==> src/rtl/lvr_pkg.sv <==
package lvr_pkg;
  // Control register layout, MSB first: bit3 hi mode, bit2 stop keep,
  // bit1 reset block, bit0 monitor off.
  typedef struct packed {
    logic mode_hi;
    logic stop_keep;
    logic rst_off;
    logic pwr_off;
  } lvr_cfg_t;

  localparam int CFG_W = $bits(lvr_cfg_t);
  localparam lvr_cfg_t CFG_DEFAULT = '0;

  // Comparator vector indices
  localparam int CMP_LO_FALL = 0;
  localparam int CMP_LO_RISE = 1;
  localparam int CMP_HI_FALL = 2;
  localparam int CMP_HI_RISE = 3;
  localparam int CMP_W       = 4;
endpackage

==> src/rtl/lvr_sync.sv <==
module lvr_sync #(
  parameter int WIDTH  = 4,
  parameter int STAGES = 2
) (
  input  logic             clk,
  input  logic             por,
  input  logic [WIDTH-1:0] d_in,
  output logic [WIDTH-1:0] d_out
);
  logic [WIDTH-1:0] stage_q [STAGES];

  genvar g;
  generate
    for (g = 0; g < STAGES; g++) begin : g_stage
      if (g == 0) begin : g_first
        always_ff @(posedge clk or posedge por) begin
          if (por) stage_q[0] <= '0;
          else     stage_q[0] <= d_in;
        end
      end else begin : g_next
        always_ff @(posedge clk or posedge por) begin
          if (por) stage_q[g] <= '0;
          else     stage_q[g] <= stage_q[g-1];
        end

        stage_shift_chk: assert property (@(posedge clk) disable iff (por)
          stage_q[g] == $past(stage_q[g-1]));
      end
    end
  endgenerate

  assign d_out = stage_q[STAGES-1];
endmodule

==> src/rtl/lvr_cfg_reg.sv <==
module lvr_cfg_reg
  import lvr_pkg::*;
(
  input  logic             clk,
  input  logic             por,
  input  logic             wr_en,
  input  logic [CFG_W-1:0] wr_data,
  output lvr_cfg_t         cfg_q
);
  always_ff @(posedge clk or posedge por) begin
    if (por)        cfg_q <= CFG_DEFAULT;
    else if (wr_en) cfg_q <= lvr_cfg_t'(wr_data);
  end


  cfg_load_chk: assert property (@(posedge clk) disable iff (por)
    wr_en |=> (cfg_q == lvr_cfg_t'($past(wr_data))));
endmodule

==> src/rtl/lvr_hold.sv <==
module lvr_hold (
  input  logic clk,
  input  logic por,
  input  logic arm,
  input  logic below,
  input  logic above,
  output logic hold_q
);
  logic hold_d;

  always_comb begin
    if (hold_q) hold_d = !above;
    else        hold_d = arm && below;
  end

  always_ff @(posedge clk or posedge por) begin
    if (por) hold_q <= 1'b0;
    else     hold_q <= hold_d;
  end


  held_keep_chk: assert property (@(posedge clk) disable iff (por)
    (hold_q && !above) |=> hold_q);

  set_cause_chk: assert property (@(posedge clk) disable iff (por)
    $rose(hold_q) |-> $past(arm && below));
endmodule

==> src/rtl/lvr_ctrl.sv <==
module lvr_ctrl
  import lvr_pkg::*;
#(
  parameter int SYNC_STAGES = 2
) (
  input  logic             clk,
  input  logic             por,
  input  logic             stop_mode,
  input  logic             lo_fall,
  input  logic             lo_rise,
  input  logic             hi_fall,
  input  logic             hi_rise,
  input  logic             wr_en,
  input  logic [CFG_W-1:0] wr_data,
  output logic             trip_flag,
  output logic             lv_reset,
  output logic             mode_hi
);
  logic [CMP_W-1:0] cmp_raw, cmp_s;
  lvr_cfg_t         cfg;
  logic             active, below, above;

  assign cmp_raw[CMP_LO_FALL] = lo_fall;
  assign cmp_raw[CMP_LO_RISE] = lo_rise;
  assign cmp_raw[CMP_HI_FALL] = hi_fall;
  assign cmp_raw[CMP_HI_RISE] = hi_rise;

  lvr_sync #(.WIDTH(CMP_W), .STAGES(SYNC_STAGES)) u_sync (
    .clk(clk), .por(por), .d_in(cmp_raw), .d_out(cmp_s));

  lvr_cfg_reg u_cfg (
    .clk(clk), .por(por), .wr_en(wr_en), .wr_data(wr_data), .cfg_q(cfg));

  assign active = !cfg.pwr_off && (!stop_mode || cfg.stop_keep);
  assign below  = cfg.mode_hi ? cmp_s[CMP_HI_FALL] : cmp_s[CMP_LO_FALL];
  assign above  = cfg.mode_hi ? cmp_s[CMP_HI_RISE] : cmp_s[CMP_LO_RISE];

  lvr_hold u_hold (
    .clk(clk), .por(por), .arm(active && !cfg.rst_off),
    .below(below), .above(above), .hold_q(lv_reset));

  assign trip_flag = active && below;
  assign mode_hi   = cfg.mode_hi;


  trip_gate_chk: assert property (@(posedge clk) disable iff (por)
    trip_flag |-> !cfg.pwr_off);
endmodule

==> config.mk <==
export PLATFORM = sky130hd
export DESIGN_NAME = lvr_ctrl
export DESIGN_NICKNAME = d
export VERILOG_FILES = /design/src/rtl/lvr_pkg.sv /design/src/rtl/lvr_sync.sv /design/src/rtl/lvr_cfg_reg.sv /design/src/rtl/lvr_hold.sv /design/src/rtl/lvr_ctrl.sv
export SDC_FILE = /design/constraint.sdc
export NUM_CORES = 1
export LEC_CHECK = 0
export CAP_MARGIN = 40
export CELL_PAD_IN_SITES_DETAIL_PLACEMENT = 1
export CELL_PAD_IN_SITES_GLOBAL_PLACEMENT = 1
export CORE_ASPECT_RATIO = 0.9
export CORE_MARGIN = 10
export CORE_UTILIZATION = 29
export CTS_CLUSTER_SIZE = 30
export DETAILED_ROUTE_END_ITERATION = 12
export GPL_TIMING_DRIVEN = 0
export PLACE_DENSITY_LB_ADDON = 0.1
export SYNTH_ARGS = -nofsm -noshare
export SYNTH_HDL_FRONTEND = slang
export SYNTH_SLANG_ARGS = --single-unit
==> constraint.sdc <==
create_clock -name clk -period 1.1 [get_ports clk]
set_clock_uncertainty 0.1 [all_clocks]
set_input_delay 0.165 -clock clk [delete_from_list [all_inputs] [get_ports clk]]
set_output_delay 0.165 -clock clk [all_outputs]
set_load 0.01 [all_outputs]
==> metrics <==
Die X=between 60 and 70 um; CTS Buf Count=3; Max Clock Freq=698 MHz; post-synthesis mux area share=between 15 and 20%; non-filler instance count after layout=61; type of the worst min-delay path=in2async; Least-Margin Pin Slew=0.476 ns; startpoint types=register; total iterations of the first detailed-routing run=3; most common cell in the netlist=dfrtp_1; antenna diode count=0; Compound-Gate Fraction of Synth Area=2.07%; synthesized area=roughly 420 sq um; vias in the first global route=284; worst-path fanout max=3; clk slew on worst S/H paths=0.07 ns; Main synth FF type=dfrtp_1; final-stage net count=60; crit-path max cell delay=0.41 ns; 1st-iter DRT viols=3; Post-Synth XOR/XNOR Area=0%; register area share after synthesis=between 70 and 80%; R2R Path Start=u_cfg.cfg_q[3]; Final TNS setup=-0.677 ns; number of synthesized flops with an enable pin=0; critical path's slowest cell=dfrtp_1; # fillers=139; Mapped Avg Cell Area=around 18 sq um; register bit total from synthesis=13; Worst Path Arrival=approximately 1.2 ns; Storage cell area=~330 sq um; max-slew violations=0; WP buf/inv=1; Clock Sinks=13; share of cells above drive strength 1=23.4%; crit end category=primary output; CTS Buffer Depth=2; post-layout min period=between 1 and 1.5 ns; final wirelength=828 um; final hold vios=0; vias per cell=4.46; first-pass GRT wire length=1370 um; peak supply drop=0.000746 V; Synth top area share=about three quarters; synthesized-area fraction occupied by and/or/nand/nor cells=4.73%; Power Dens Cells=1500 nW/um^2; DR DRC count=0; multi-input logic area=approximately 94 sq um; Final Cycle Share=130%; port buffer count=14; via count=272; Rows=12; largest cells by area after synthesis=dfrtp_1 77%, mux2_1 11%, mux2i_1 4.7%; # Max-Cap Violations=0; Critical Path, Cell by Cell=mux2i_1 -> nor3_2 -> buf_2; leading area contributor after synthesis=dfrtp_1; gr busiest metal=met1; root buffer cell=clkbuf_4; delay-heaviest family, CP=flip-flops; chip height=between 50 and 60 um; Synth Area in Adders=0%; All-Layer GR Usage=5.25%; status=finished with violations; met2 Track Usage GR=6.43%; Final ANT Viol Nets=0; # IOs=15; GRT overflow=0; largest family of logic cells by synthesized area=multiplexers; Worst R2R Setup Slack=-0.14 ns; routability cong.=0.666; LEAKAGE=roughly 0.29 nW; Netlist cell types=8; Placed Cells=52; unrepaired setup endpoints after global routing=true; Commonest cells post-synth=13 x dfrtp_1, 4 x mux2_1, 2 x mux2i_1; critical path type=reg2out; Mapped Cells=24; wire length per cell after detailed routing=13.6 um; Synthesized Nets=36; later-pin clock latency in the skew report=between 0.2 and 0.3 ns; R2R depth=4; CP Data Required Time=0.83 ns; initial core utilization=32.4%; Final setup viols=4; synth warn=0; Design Power=roughly 0.00095 W; Final WS setup=-0.333 ns; FFs w/ async S/R, synth=100%; core area=1310 sq um; met3 Use GR=between 3 and 4%; global routing usage on met1=6.47%; H-tree Lvls=1; TritonCTS clock tree=yes; max_slew headroom=68.3%; initial antenna violation count=0; capture point of the worst reg-to-reg path=u_hold.hold_q; DIE AREA=3390 sq um; violated checks=setup timing; largest net degree at the start of global routing=14; synth-to-layout area growth=49.7%
==> cell usage in the layout, fill, tap and decap left out <==
cell | netlist | final
buf_4 | 0 | 5
buf_2 | 0 | 2
dfrtp_1 | 13 | 13
clkbuf_1 | 0 | 1
clkdlybuf4s50_1 | 0 | 11
nor2_1 | 1 | 1
mux2i_1 | 2 | 2
dlygate4sd2_1 | 0 | 1
inv_1 | 1 | 1
clkbuf_4 | 0 | 3
nor2b_1 | 1 | 1
mux2_1 | 4 | 4
nor3_2 | 1 | 1
a22o_1 | 1 | 1
==> through the flow <==
stage	hold slack [ns]	utilization, %	instance area [sq um]	setup slack (ns)
after floorplan	-0.0580	-	423	-0.0515
after detailed placement	0.236	44.4	581	-0.594
after global placement	0.232	44.4	581	-0.592
after CTS	0.121	47.3	618	-0.371
after global routing	0.155	48.5	633	-0.405
final	0.107	48.5	633	-0.333
==> final cells by class <==
type | count | share of cell area [%]
Tap cell | 14 | 2.77
Sequential cell | 13 | 51.4
Clock buffer | 4 | 4.15
Timing Repair Buffer | 19 | 26.3
Multi-Input combinational cell | 10 | 14.8
Inverter | 1 | 0.593
==> sequential cells by signal, summed over array words and instances, names as in the netlist <==
signal and cells:
u_cfg.cfg_q 4, u_hold.hold_q 1, u_sync.d_out 4, u_sync.stage_q 4
==> worst max-delay path by stage <==
stage                               from             to  depth (start not counted)
after floorplan           u_cfg.cfg_q[3]  u_hold.hold_q                          3
after global placement         stop_mode      trip_flag                          4
after detailed placement       stop_mode      trip_flag                          4
after CTS                 u_cfg.cfg_q[3]      trip_flag                          3
after global routing      u_cfg.cfg_q[3]      trip_flag                          3
final                     u_cfg.cfg_q[3]      trip_flag                          3
==> metal layers <==
| layer | vias up | share of wire [%] |
|---|---|---|
| met5 | - | 0 |
| met4 | 0 | 0.85 |
| met3 | 2 | 11 |
| met2 | 13 | 43 |
| met1 | 129 | 46 |
| li1 | 128 | - |
==> power breakdown <==
part           switching, W  total (W)  internal [W]
combinational     0.0000489   0.000140     0.0000912
clock              0.000139   0.000279      0.000140
sequential        0.0000154   0.000528      0.000512
total              0.000203   0.000947      0.000744
==> cell families after synthesis <==
family,count (synthesis)
AO/OA/AOI/OAI,1
buffers and inverters,1
flip-flops,13
multiplexers,6
AND/OR/NAND/NOR,3
==> timing repair <==
item / in CTS / in global routing
pin swaps: 1 / 2
hold buffers: 0 / 0
setup endpoints to repair: 4 / 4
resized for setup: 9 / 0
setup buffers: 3 / 3
No activity file was read; power rests on OpenSTA's default activity.
